===== src/rtl/systime_pkg.sv =====
package systime_pkg;
  localparam int unsigned SYS_TIME_W = 64;
  localparam int unsigned SYS_BUS_W  = 32;
  localparam int unsigned SYS_PER_W  = 8;
  localparam int unsigned SYS_INC_W  = 24;

  typedef enum logic [1:0] {
    REG_TIME_LO = 2'd0,
    REG_TIME_HI = 2'd1,
    REG_RATE    = 2'd2,
    REG_SPARE   = 2'd3
  } reg_sel_e;
endpackage


===== src/rtl/systime_rstsync.sv =====
module systime_rstsync #(
  parameter int unsigned STAGES = 2
) (
  input  logic clk,
  input  logic arst_n,
  output logic srst_n
);
  logic [STAGES-1:0] sync_q;

  always_ff @(posedge clk or negedge arst_n) begin
    if (!arst_n) sync_q <= '0;
    else         sync_q <= {sync_q[STAGES-2:0], 1'b1};
  end

  assign srst_n = sync_q[STAGES-1];
endmodule


===== src/rtl/systime_tick.sv =====
module systime_tick #(
  parameter int unsigned PER_W = 8
) (
  input  logic             clk,
  input  logic             rst_n,
  input  logic [PER_W-1:0] period,
  input  logic             restart,
  output logic             tick
);
  logic [PER_W-1:0] cnt_q, cnt_d;
  logic             cnt_en;

  always_comb begin
    tick  = 1'b0;
    cnt_d = cnt_q;
    if (restart) begin
      cnt_d = '0;
    end else if (period == '0) begin
      cnt_d = '0;
    end else if (cnt_q == period - PER_W'(1)) begin
      tick  = 1'b1;
      cnt_d = '0;
    end else begin
      cnt_d = cnt_q + PER_W'(1);
    end
  end

  assign cnt_en = (cnt_d != cnt_q);

  always_ff @(posedge clk or negedge rst_n) begin
    if (!rst_n)      cnt_q <= '0;
    else if (cnt_en) cnt_q <= cnt_d;
  end

  AST_CNT_BELOW_PERIOD: assert property (@(posedge clk) disable iff (!rst_n)
    (period != '0) |-> (cnt_q < period));
  AST_RESTART_CLEARS: assert property (@(posedge clk) disable iff (!rst_n)
    restart |=> (cnt_q == '0));
  AST_NO_TICK_ON_RESTART: assert property (@(posedge clk) disable iff (!rst_n)
    restart |-> !tick);
endmodule


===== src/rtl/systime_accum.sv =====
module systime_accum #(
  parameter int unsigned TIME_W = 64,
  parameter int unsigned INC_W  = 24
) (
  input  logic              clk,
  input  logic              rst_n,
  input  logic              tick,
  input  logic [INC_W-1:0]  inc_val,
  input  logic              load,
  input  logic [TIME_W-1:0] load_val,
  output logic [TIME_W-1:0] time_q
);
  logic [TIME_W-1:0] time_d;
  logic              time_en;

  always_comb begin
    time_d = time_q;
    if (load)      time_d = load_val;
    else if (tick) time_d = time_q + TIME_W'(inc_val);
  end

  assign time_en = load | tick;

  always_ff @(posedge clk or negedge rst_n) begin
    if (!rst_n)       time_q <= '0;
    else if (time_en) time_q <= time_d;
  end

  AST_LOAD_TAKES: assert property (@(posedge clk) disable iff (!rst_n)
    load |=> (time_q == $past(load_val)));
  AST_IDLE_HOLDS: assert property (@(posedge clk) disable iff (!rst_n)
    (!load && !tick) |=> $stable(time_q));
endmodule


===== src/rtl/systime_regif.sv =====
module systime_regif
  import systime_pkg::*;
#(
  parameter int unsigned BUS_W  = 32,
  parameter int unsigned PER_W  = 8,
  parameter int unsigned INC_W  = 24,
  parameter int unsigned TIME_W = 64
) (
  input  logic              clk,
  input  logic              rst_n,
  input  logic              wr_en,
  input  logic              rd_en,
  input  logic [1:0]        addr,
  input  logic [BUS_W-1:0]  wdata,
  input  logic [TIME_W-1:0] time_val,
  output logic [BUS_W-1:0]  rdata,
  output logic [PER_W-1:0]  rate_period,
  output logic [INC_W-1:0]  rate_inc,
  output logic              load,
  output logic [TIME_W-1:0] load_val,
  output logic              restart
);
  localparam int unsigned HI_W = TIME_W - BUS_W;

  logic [BUS_W-1:0] stage_q, stage_d;
  logic [BUS_W-1:0] rate_q,  rate_d;
  logic [HI_W-1:0]  shadow_q, shadow_d;
  logic [BUS_W-1:0] rdata_q, rdata_d;
  logic             wr_lo, wr_hi, wr_rate, rd_lo;

  always_comb begin
    wr_lo   = wr_en && (addr == REG_TIME_LO);
    wr_hi   = wr_en && (addr == REG_TIME_HI);
    wr_rate = wr_en && (addr == REG_RATE);
    rd_lo   = rd_en && (addr == REG_TIME_LO);
  end

  always_comb begin
    stage_d  = wr_lo   ? wdata : stage_q;
    rate_d   = wr_rate ? wdata : rate_q;
    shadow_d = rd_lo   ? time_val[TIME_W-1:BUS_W] : shadow_q;
    rdata_d  = rdata_q;
    if (rd_en) begin
      unique case (addr)
        REG_TIME_LO: rdata_d = time_val[BUS_W-1:0];
        REG_TIME_HI: rdata_d = BUS_W'(shadow_q);
        REG_RATE:    rdata_d = rate_q;
        default:     rdata_d = '0;
      endcase
    end
  end

  always_ff @(posedge clk or negedge rst_n) begin
    if (!rst_n) begin
      stage_q  <= '0;
      rate_q   <= '0;
      shadow_q <= '0;
      rdata_q  <= '0;
    end else begin
      if (wr_lo)   stage_q  <= stage_d;
      if (wr_rate) rate_q   <= rate_d;
      if (rd_lo)   shadow_q <= shadow_d;
      if (rd_en)   rdata_q  <= rdata_d;
    end
  end

  assign rate_period = rate_q[BUS_W-1 -: PER_W];
  assign rate_inc    = rate_q[INC_W-1:0];
  assign load        = wr_hi;
  assign load_val    = {wdata[HI_W-1:0], stage_q};
  assign restart     = wr_hi | wr_rate;
  assign rdata       = rdata_q;

  AST_SHADOW_CAPTURE: assert property (@(posedge clk) disable iff (!rst_n)
    rd_lo |=> (shadow_q == $past(time_val[TIME_W-1:BUS_W])));
  AST_SHADOW_KEPT: assert property (@(posedge clk) disable iff (!rst_n)
    !rd_lo |=> $stable(shadow_q));
  AST_RDATA_HOLD: assert property (@(posedge clk) disable iff (!rst_n)
    !rd_en |=> $stable(rdata));
endmodule


===== src/rtl/systime_counter.sv =====
module systime_counter
  import systime_pkg::*;
#(
  parameter int unsigned TIME_W = SYS_TIME_W,
  parameter int unsigned BUS_W  = SYS_BUS_W,
  parameter int unsigned PER_W  = SYS_PER_W,
  parameter int unsigned INC_W  = SYS_INC_W
) (
  input  logic             clk,
  input  logic             rst_n,
  input  logic             wr_en,
  input  logic             rd_en,
  input  logic [1:0]       addr,
  input  logic [BUS_W-1:0] wdata,
  output logic [BUS_W-1:0] rdata
);
  logic              srst_n;
  logic [PER_W-1:0]  rate_period;
  logic [INC_W-1:0]  rate_inc;
  logic              load, restart, tick;
  logic [TIME_W-1:0] load_val, time_q;

  systime_rstsync #(.STAGES(2)) u_rst (
    .clk(clk), .arst_n(rst_n), .srst_n(srst_n)
  );

  systime_regif #(.BUS_W(BUS_W), .PER_W(PER_W), .INC_W(INC_W), .TIME_W(TIME_W)) u_regif (
    .clk(clk), .rst_n(srst_n), .wr_en(wr_en), .rd_en(rd_en), .addr(addr),
    .wdata(wdata), .time_val(time_q), .rdata(rdata),
    .rate_period(rate_period), .rate_inc(rate_inc),
    .load(load), .load_val(load_val), .restart(restart)
  );

  systime_tick #(.PER_W(PER_W)) u_tick (
    .clk(clk), .rst_n(srst_n), .period(rate_period), .restart(restart), .tick(tick)
  );

  systime_accum #(.TIME_W(TIME_W), .INC_W(INC_W)) u_accum (
    .clk(clk), .rst_n(srst_n), .tick(tick), .inc_val(rate_inc),
    .load(load), .load_val(load_val), .time_q(time_q)
  );

  AST_ZERO_PERIOD_HOLDS: assert property (@(posedge clk) disable iff (!srst_n)
    (rate_period == '0 && !load) |=> $stable(time_q));
  AST_STEP_ADDS: assert property (@(posedge clk) disable iff (!srst_n)
    (tick && !load) |=> (time_q == $past(time_q) + TIME_W'($past(rate_inc))));
endmodule


===== config.mk =====
export PLATFORM = sky130hd
export DESIGN_NAME = systime_counter
export DESIGN_NICKNAME = d
export VERILOG_FILES = /design/src/rtl/systime_pkg.sv /design/src/rtl/systime_rstsync.sv /design/src/rtl/systime_tick.sv /design/src/rtl/systime_accum.sv /design/src/rtl/systime_regif.sv /design/src/rtl/systime_counter.sv
export SDC_FILE = /design/constraint.sdc
export NUM_CORES = 1
export LEC_CHECK = 0
export BUFFER_PORTS_ARGS = -buffer_cell sky130_fd_sc_hd__buf_2
export CAP_MARGIN = 20
export CORE_ASPECT_RATIO = 0.9
export CORE_UTILIZATION = 30
export DETAILED_ROUTE_END_ITERATION = 8
export SLEW_MARGIN = 20
export SYNTH_ARGS = -nofsm -noshare
export SYNTH_HDL_FRONTEND = slang
export SYNTH_HIERARCHICAL = 1
export SYNTH_SLANG_ARGS = --single-unit

===== constraint.sdc =====
create_clock -name clk -period 8.5 [get_ports clk]
set_clock_uncertainty 0.05 [all_clocks]
set_input_delay 0.425 -clock clk [delete_from_list [all_inputs] [get_ports clk]]
set_output_delay 0.425 -clock clk [all_outputs]
set_load 0.1 [all_outputs]

==> results of run 1 <==
kinds of logic (layout without fill, tap and decap cells):
| kind of cell | Yosys count | after routing | share of synthesized area [%] |
|---|---|---|---|
| other | 1 | 1 | 0.0328 |
| buffers and inverters | 141 | 172 | 6.57 |
| AO/OA/AOI/OAI | 183 | 183 | 11.5 |
| XOR/XNOR | 60 | 60 | 4.60 |
| flip-flops | 202 | 202 | 44.2 |
| multiplexers | 151 | 151 | 14.4 |
| AND/OR/NAND/NOR | 292 | 292 | 15.5 |
| adder cells (fa/ha/maj) | 28 | 28 | 3.13 |
sequential cells by signal, summed over array words and instances (netlist names):
name / count
u_regif/stage_q: 32
u_regif/rdata: 32
u_tick/cnt_q: 8
u_accum/time_q: 64
u_rst/sync_q: 2
u_regif/shadow_q: 32
u_regif/rate_q: 32
cell usage after synthesis (6+ instances only):
| master | number | area, um^2 |
|---|---|---|
| or4_1 | 6 | 45.0 |
| nor4_2 | 11 | 138 |
| mux2i_1 | 45 | 450 |
| nand4_1 | 13 | 81.3 |
| dfrtp_1 | 202 | 5050 |
| xnor2_1 | 45 | 394 |
| a221o_1 | 9 | 90.1 |
| buf_2 | 9 | 45.0 |
| ha_1 | 27 | 338 |
| o221ai_1 | 32 | 280 |
| buf_6 | 11 | 124 |
| a21oi_1 | 28 | 140 |
| nor2_1 | 37 | 139 |
| clkbuf_1 | 29 | 109 |
| nand4b_1 | 32 | 280 |
| nor3_1 | 25 | 125 |
| o21ai_0 | 30 | 150 |
| or3_1 | 6 | 37.5 |
| buf_1 | 8 | 30.0 |
| o21ai_1 | 14 | 70.1 |
| nand2_1 | 74 | 278 |
| o211ai_1 | 7 | 52.6 |
| mux2_1 | 11 | 124 |
| buf_4 | 34 | 255 |
| mux2_2 | 95 | 1070 |
| o21a_1 | 7 | 52.6 |
| nand3_1 | 38 | 190 |
| inv_1 | 49 | 184 |
| xor2_1 | 15 | 131 |
| a21o_1 | 8 | 60.1 |
metal layers:
| metal | vias to the layer above | global-route usage, % | routed length [um] |
|---|---|---|---|
| li1 | 3862 | - | - |
| met1 | 4152 | 24.0 | 15300 |
| met2 | 191 | 23.0 | 13200 |
| met3 | 30 | 2.05 | 1310 |
| met4 | 0 | 3.30 | 575 |
| met5 | - | 0 | 0 |
layout make-up:
cell class	instances	area (um^2)	area share, %
sequential	202	5060	40.0
tap	483	604	4.78
inverter	50	188	1.49
timing repair buffer	82	445	3.53
clock buffer	34	677	5.36
clock inverter	6	33.8	0.267
multi-input combinational	715	5620	44.5
power groups by stage:
stage	combinational, W	sequential [W]	clock, W
3_3_place_gp	0.00125	0.00140	0
4_1_cts	0.00127	0.00139	0.000962
2_1_floorplan	0.000799	0.00158	0
6_report	0.00128	0.00139	0.000935
3_5_place_dp	0.00127	0.00141	0
5_1_grt	0.00138	0.00143	0.000998
how the worst min path moves through the flow:
| stage | startpoint | endpoint | depth (start not counted) |
|---|---|---|---|
| finish | wdata[2] | u_accum/time_q[34] | 3 |
| global route | wdata[6] | u_regif/rate_q[6] | 2 |
| CTS | wdata[6] | u_regif/rate_q[6] | 2 |
| detailed placement | rst_n | u_rst/sync_q[0] | 1 |
| global placement | rst_n | u_rst/sync_q[0] | 1 |
| floorplan | rst_n | u_rst/sync_q[0] | 0 |
critical path, stage by stage (launching register included):
cell and delay (ns):
dfrtp_1 0.47, inv_1 0.10, ha_1 0.25, nor2b_1 0.18, or3_1 0.37, a31oi_1 0.20
o211a_1 0.37, and2b_1 0.17, buf_4 0.44, nand3_1 0.30, nor3_2 0.38, nand3_1 0.20
nor3_2 0.35, nand2_1 0.12, nor4_2 0.24, xor2_1 0.10, mux2_2 0.27
timing repair:
| action | 4_1_cts | 5_1_grt |
|---|---|---|
| setup endpoints to repair | 0 | 0 |
| endpoints found under the hold margin | 2 | 0 |
| hold buffers | 1 | 0 |
metrics by stage:
step	setup WS [ns]	util [%]	cells
3_3_place_gp	3.47	31.9	1531
5_1_grt	3.46	33.8	1572
3_5_place_dp	3.37	31.9	1531
6_report	3.83	33.8	1572
4_1_cts	3.84	33.8	1572
2_1_floorplan	2.40	-	1058
==> results.json, run 1 <==
{
  "tightest_slew_ns": 1.00,
  "drt_iter0_drc": 636,
  "min_period_over_period_pct": 54.9,
  "finalPower_w": 0.00360,
  "p_comb_share_pct": 35.5,
  "ctsLongestPathBuffers": 3,
  "cts_tree": "built",
  "chipWidth_um": 208,
  "path_class": "reg -> reg",
  "critPathMaxFanout": 34,
  "nets": 1140,
  "start_util_pct": 30.6,
  "place_area_mm2": 0.0119,
  "grt_usage_pct": 15.6,
  "area_growth_pct": 10.5,
  "hold_class": "in -> reg",
  "fillCellCount": 3793,
  "crit_end": "u_accum/time_q[48]",
  "wire_per_inst_um": 19.3,
  "post_cts_buffers": 0,
  "final_common_cell": "dfrtp_1",
  "hold_viol_final": 0,
  "status": "completed",
  "synth_seq_cells": 202,
  "layout_common_cells": "dfrtp_1, mux2_2, nand2_1",
  "p_sw_share_pct": 38.9,
  "power_leakage_nw": 5.23,
  "grt_overflow_total": 0,
  "path_clk_slew_ns": 0.06,
  "routed_wl_mm": 30.4,
  "drtPass1Iterations": 5,
  "gp_congestion": 0.862,
  "critical_path_required_ns": 8.83,
  "p_switching_w": 0.00140,
  "fin_crit_ns": 4.67,
  "via_count": 8235,
  "syn_area_per_cell_um2": 10.8,
  "grt_pass1_wl_mm": 47.9,
  "clk_latency_ns": 0.50,
  "cts.repair.resized": 0,
  "slew_viol_final": 0,
  "rr_endpoint": "u_accum/time_q[48]",
  "synth_edf_count": 0,
  "synth_warnings": 6,
  "relSlewSlack_pct": 32.6,
  "grt_pass1_vias": 8008,
  "stdcell_area_mm2": 0.0126,
  "grt_max_degree": 72,
  "arrival_ns": 5.00,
  "crit_start": "u_regif/rate_q[24]",
  "num_antenna_cells": 0,
  "fin_tns_setup_ns": 0,
  "power_density_mw_per_mm2": 285,
  "p_int_w": 0.00220,
  "dp_hpwl_mm": 21.3,
  "rsz0062_at_grt": "false",
  "clkPwrFrac_pct": 25.9,
  "vias_per_cell": 5.24,
  "r2r_start": "u_regif/rate_q[24]",
  "hold_ws_ns": 0.126,
  "max_freq_mhz": 214,
  "reg2reg_slack_ns": 3.83,
  "clock_tree.root_cell": "clkbuf_16",
  "synthArstFlopShare_pct": 100,
  "ir_drop_v": 0.000124,
  "drv_cap": 0,
  "cts-buffers-inserted": 23,
  "seq_area_frac_synth_pct": 44.2,
  "netlist_area_mm2": 0.0114,
  "setup_violations": 0,
  "syn_inst": 1058,
  "ioPinCount": 70,
  "drc": 0,
  "drive_gt1_share_pct": 23.8,
  "ff2ff_path_depth": 16,
  "core_mm2": 0.0374,
  "pwr-share-seq_pct": 38.6,
  "ys_types": 80,
  "clock-sinks": 202,
  "ant_nets": 0,
  "dieHeight_um": 187,
  "synth_ff_type": "dfrtp_1",
  "antenna_found_initial": 0,
  "io_buffers": 69,
  "cp-start-kind": "register",
  "fp-row-count": 67,
  "cts_max_level": 1,
  "die_area_mm2": 0.0389,
  "cp-end-kind": "register",
  "synth_nets": 1124
}
No activity file was read; power rests on OpenSTA's default activity.
==> run 2, diff against run 1 <==
==> constraint.sdc (replaced) <==
create_clock -name clk -period 4.1 [get_ports clk]
set_clock_uncertainty 0.05 [all_clocks]
set_input_delay 0.205 -clock clk [delete_from_list [all_inputs] [get_ports clk]]
set_output_delay 0.205 -clock clk [all_outputs]
set_load 0.1 [all_outputs]
==> results.json, run 2 (same netlist as run 1, synthesis figures left out) <==
{
  "status": "completed",
  "fillCellCount": 3812,
  "min_period_over_period_pct": 91.6,
  "fin_tns_setup_ns": 0,
  "die_area_mm2": 0.0389,
  "area_growth_pct": 14.6,
  "ff2ff_path_depth": 13,
  "num_antenna_cells": 0,
  "hold_viol_final": 0,
  "cp-start-kind": "register",
  "routed_wl_mm": 30.9,
  "nets": 1178,
  "setup_violations": 0,
  "tightest_slew_ns": 1.10,
  "fin_crit_ns": 3.76,
  "start_util_pct": 30.6,
  "setup_slack_ns": 0.344,
  "layout_common_cells": "dfrtp_1, mux2_2, nand2_1",
  "ctsLongestPathBuffers": 3,
  "reg2reg_slack_ns": 0.34,
  "final_common_cell": "dfrtp_1",
  "dpl.cell_count": 1535,
  "power_leakage_nw": 5.44,
  "gp_congestion": 0.883,
  "dieHeight_um": 187,
  "rsz0062_at_grt": "false",
  "path_clk_slew_ns": 0.06,
  "grt_usage_pct": 16.1,
  "ir_drop_v": 0.000222,
  "stdcell_area_mm2": 0.0131,
  "slew_viol_final": 0,
  "r2r_start": "u_regif/rate_q[24]",
  "top_register": "u_accum/time_q",
  "hold_class": "in -> reg",
  "rr_endpoint": "u_accum/time_q[46]",
  "path_class": "reg -> reg",
  "place_area_mm2": 0.0120,
  "min_to": "u_regif/rdata[11]",
  "cts_max_level": 1,
  "core_mm2": 0.0374,
  "clk_latency_ns": 0.52,
  "ant_nets": 0,
  "dp_hpwl_mm": 21.4,
  "antenna_found_initial": 1,
  "clock_tree.root_cell": "clkbuf_16",
  "via_count": 8417,
  "io_buffers": 69,
  "clock-sinks": 202,
  "drc": 0,
  "max_freq_mhz": 266,
  "largest_reg_flops": 64,
  "grt_pass1_vias": 8529,
  "drv_cap": 0,
  "power_density_mw_per_mm2": 585,
  "critical_path_required_ns": 4.45,
  "finalPower_w": 0.00766,
  "wire_per_inst_um": 19.2,
  "cts_tree": "built",
  "cp-end-kind": "register",
  "critPathMaxFanout": 33,
  "relSlewSlack_pct": 26.4,
  "drt_iter0_drc": 519,
  "final_cells": 1610,
  "chipWidth_um": 208,
  "grt_overflow_total": 0,
  "grt_max_degree": 79,
  "hold_depth": 2,
  "drive_gt1_share_pct": 23.5,
  "arrival_ns": 4.11,
  "fp-row-count": 67,
  "place_ws_ns": 0.264,
  "cts-buffers-inserted": 23,
  "vias_per_cell": 5.23,
  "hp-start": "rd_en",
  "ioPinCount": 70,
  "grt_pass1_wl_mm": 49.7,
  "drtPass1Iterations": 5
}
run 2: critical path, stage by stage (launching register included):
cell     delay (ns)
dfrtp_2        0.42
inv_1          0.08
ha_1           0.23
nor2b_1        0.17
or3_1          0.36
a31oi_1        0.21
o211a_1        0.20
and2b_1        0.21
buf_4          0.47
nand3_1        0.42
or2_4          0.38
nor2_2         0.10
xnor2_1        0.07
mux2_2         0.26
run 2: per-stage QoR:
| stage | util [%] | hold slack, ns |
|---|---|---|
| 6_report | 35.0 | 0.203 |
| 4_1_cts | 35.0 | 0.173 |
| 3_3_place_gp | 32.0 | -0.0575 |
| 2_1_floorplan | - | -0.141 |
| 5_1_grt | 35.0 | 0.220 |
| 3_5_place_dp | 32.0 | -0.0556 |
run 2: final cells by class:
class	count	area, um^2	area share [%]
clock buffers	33	653	4.98
clock inverters	7	118	0.898
inverters	50	188	1.43
multi-input cells	715	5640	43.1
flip-flops and latches	202	5060	38.6
well taps	483	604	4.61
repair buffers	120	838	6.40
run 2: how the worst max path moves through the flow:
stage                     cells past startpoint            endpoint               start
after floorplan                              17  u_accum/time_q[48]  u_regif/rate_q[24]
after global placement                       15  u_accum/time_q[48]  u_regif/rate_q[24]
after global routing                         15  u_accum/time_q[48]  u_regif/rate_q[24]
after CTS                                    15  u_accum/time_q[48]  u_regif/rate_q[24]
final                                        13  u_accum/time_q[46]  u_regif/rate_q[24]
after detailed placement                     15  u_accum/time_q[48]  u_regif/rate_q[24]
run 2: power by group:
part	internal, W	leakage [nW]	switching [W]	total, W
sequential	0.00245	2.47	0.000426	0.00287
combinational	0.00100	2.59	0.00166	0.00267
clock	0.00129	0.378	0.000831	0.00212
total	0.00474	5.44	0.00292	0.00766
run 2: what timing repair did:
action                                 4_1_cts  5_1_grt
resized for setup                            0        4
endpoints found under the hold margin       98        0
setup buffers                                0        1
hold buffers                                34        0
setup endpoints to repair                    0        3
run 2: routing by layer:
layer / wire length (um) / vias up / global-route usage (%)
li1: - / 3949 / -
met1: 15200 / 4243 / 23.5
met2: 13600 / 191 / 24.4
met3: 1500 / 34 / 2.67
met4: 605 / 0 / 3.96
met5: 0 / - / 0
==> run 3, diff against run 2 <==
==> constraint.sdc (replaced) <==
create_clock -name clk -period 4.1 [get_ports clk]
set_clock_uncertainty 0.05 [all_clocks]
set_input_delay 0.615 -clock clk [delete_from_list [all_inputs] [get_ports clk]]
set_output_delay 0.615 -clock clk [all_outputs]
set_load 0.1 [all_outputs]
==> results.json, run 3 (same netlist as run 1, synthesis figures left out) <==
{
  "status": "completed",
  "ir_drop_v": 0.000223,
  "num_antenna_cells": 0,
  "vias_per_cell": 5.32,
  "grt_pass1_wl_mm": 49.3,
  "power_leakage_nw": 5.29,
  "max_freq_mhz": 260,
  "place_ws_ns": 0.234,
  "grt_pass1_vias": 8324,
  "p_sw_share_pct": 38.6,
  "path_clk_slew_ns": 0.06,
  "top_register": "u_accum/time_q",
  "p_switching_w": 0.00291,
  "chipWidth_um": 208,
  "grt_overflow_total": 0,
  "slew_viol_final": 0,
  "drive_gt1_share_pct": 24.3,
  "grt_max_degree": 67,
  "arrival_ns": 4.18,
  "cts-buffers-inserted": 23,
  "layout_common_cells": "dfrtp_1, mux2_2, nand2_1",
  "power_density_mw_per_mm2": 594,
  "hold_ws_ns": 0.263,
  "critical_path_required_ns": 4.44,
  "hold_class": "reg -> async",
  "dp_hpwl_mm": 21.5,
  "p_int_w": 0.00465,
  "slowest_stage": "dfrtp_1",
  "drv_cap": 0,
  "critPathMaxFanout": 7,
  "antenna_found_initial": 3,
  "drt_iter0_drc": 594,
  "wire_per_inst_um": 19.5,
  "crit_chain": "inv_1 > ha_1 > nor2b_1 > or3_1 > a31oi_1 > o211a_1 > and2b_1 > nand3_1 > nor3_4 > nand3_1 > nor3_4 > nand2_1 > nor4_2 > xor2_1 > mux2_2",
  "drc": 0,
  "stdcell_area_mm2": 0.0127,
  "min_period_over_period_pct": 93.7,
  "nets": 1147,
  "gp_congestion": 0.896,
  "largest_reg_flops": 64,
  "cts_max_level": 1,
  "path_class": "reg -> reg",
  "final_common_cell": "dfrtp_1",
  "core_mm2": 0.0374,
  "die_area_mm2": 0.0389,
  "cts_tree": "built",
  "clkPwrFrac_pct": 26.9,
  "slowest_delay_ns": 0.45,
  "routed_wl_mm": 30.8,
  "clock_tree.root_cell": "clkbuf_16",
  "place_area_mm2": 0.0120,
  "via_count": 8383,
  "grt_usage_pct": 16.0,
  "fp-row-count": 67,
  "clock-sinks": 202,
  "start_util_pct": 30.6,
  "ant_nets": 0,
  "fin_crit_ns": 3.84,
  "ctsLongestPathBuffers": 3,
  "pwr-share-seq_pct": 37.9,
  "post_cts_buffers": 0,
  "io_buffers": 69,
  "hold_viol_final": 0,
  "area_growth_pct": 11.4,
  "clk_latency_ns": 0.51,
  "setup_slack_ns": 0.259,
  "relSlewSlack_pct": 25.7,
  "drtPass1Iterations": 5,
  "tightest_slew_ns": 1.11,
  "ioPinCount": 70,
  "cp-end-kind": "register",
  "dieHeight_um": 187,
  "p_comb_share_pct": 35.3,
  "cp-start-kind": "register",
  "setup_violations": 0,
  "fin_tns_setup_ns": 0
}
[run 3: changes by cell type in the layout (fill, tap and decap cells not counted), moves of 3 or more]
cell | previous run | this run
dlygate4sd3_1 | 34 | 1
clkbuf_1 | 6 | 2
buf_4 | 15 | 18
clkinv_2 | 2 | 5
[run 3: layer usage]
metal  vias to the layer above  part of all wire, %  GRT usage (%)
li1                       3891                    -              -
met4                         2                  1.9           3.50
met3                        35                  4.5           2.33
met1                      4264                   50           24.0
met2                       191                   43           24.3
met5                         -                0.049              0
[run 3: layout make-up]
cell class	instances	area, um^2
Inverter	50	188
Timing Repair Buffer	89	510
Clock inverter	8	92.6
Multi-Input combinational cell	715	5640
Sequential cell	202	5060
Fill cell	3759	24700
Tap cell	483	604
Clock buffer	29	638
[run 3: what timing repair did]
action,4_1_cts,5_1_grt
setup endpoints to repair,0,3
hold endpoints to repair,2,0
hold buffers,1,0
resized for setup,0,2
[run 3: final timing paths]
path	from	end	slack [ns]	cells after the start
min in group clk	u_rst/sync_q[0]	u_rst/sync_q[1]	0.30	0
max	u_regif/rate_q[24]	u_accum/time_q[48]	0.26	15
max in group asynchronous	u_rst/sync_q[1]	u_regif/stage_q[5]	2.66	1
min	u_rst/sync_q[1]	u_regif/shadow_q[31]	0.26	0
max reg2reg	u_regif/rate_q[24]	u_accum/time_q[48]	0.26	15
min reg2reg	u_rst/sync_q[1]	u_regif/shadow_q[31]	0.26	0
[run 3: stage by stage]
stage / total power, W / std cells / util (%)
5_1_grt: 0.00800 / 1576 / 34.0
4_1_cts: 0.00761 / 1576 / 34.0
3_5_place_dp: 0.00554 / 1538 / 32.0
3_3_place_gp: 0.00548 / 1538 / 32.0
2_1_floorplan: 0.00493 / 1058 / -
6_report: 0.00756 / 1576 / 34.0
[run 3: power groups by stage]
stage / sequential [W] / combinational [W] / clock, W
3_5_place_dp: 0.00290 / 0.00264 / 0
5_1_grt: 0.00293 / 0.00289 / 0.00217
6_report: 0.00286 / 0.00267 / 0.00203
3_3_place_gp: 0.00288 / 0.00260 / 0
4_1_cts: 0.00286 / 0.00265 / 0.00209
2_1_floorplan: 0.00327 / 0.00166 / 0
[run 3: worst max-delay path: cells and delay by family (launching register included)]
kind                     cells  cell delay [ns]
AO/OA/AOI/OAI                2             0.37
XOR/XNOR                     1             0.09
adder cells (fa/ha/maj)      1             0.24
buffers and inverters        1             0.09
flip-flops                   1             0.45
multiplexers                 1             0.27
AND/OR/NAND/NOR              9             2.15
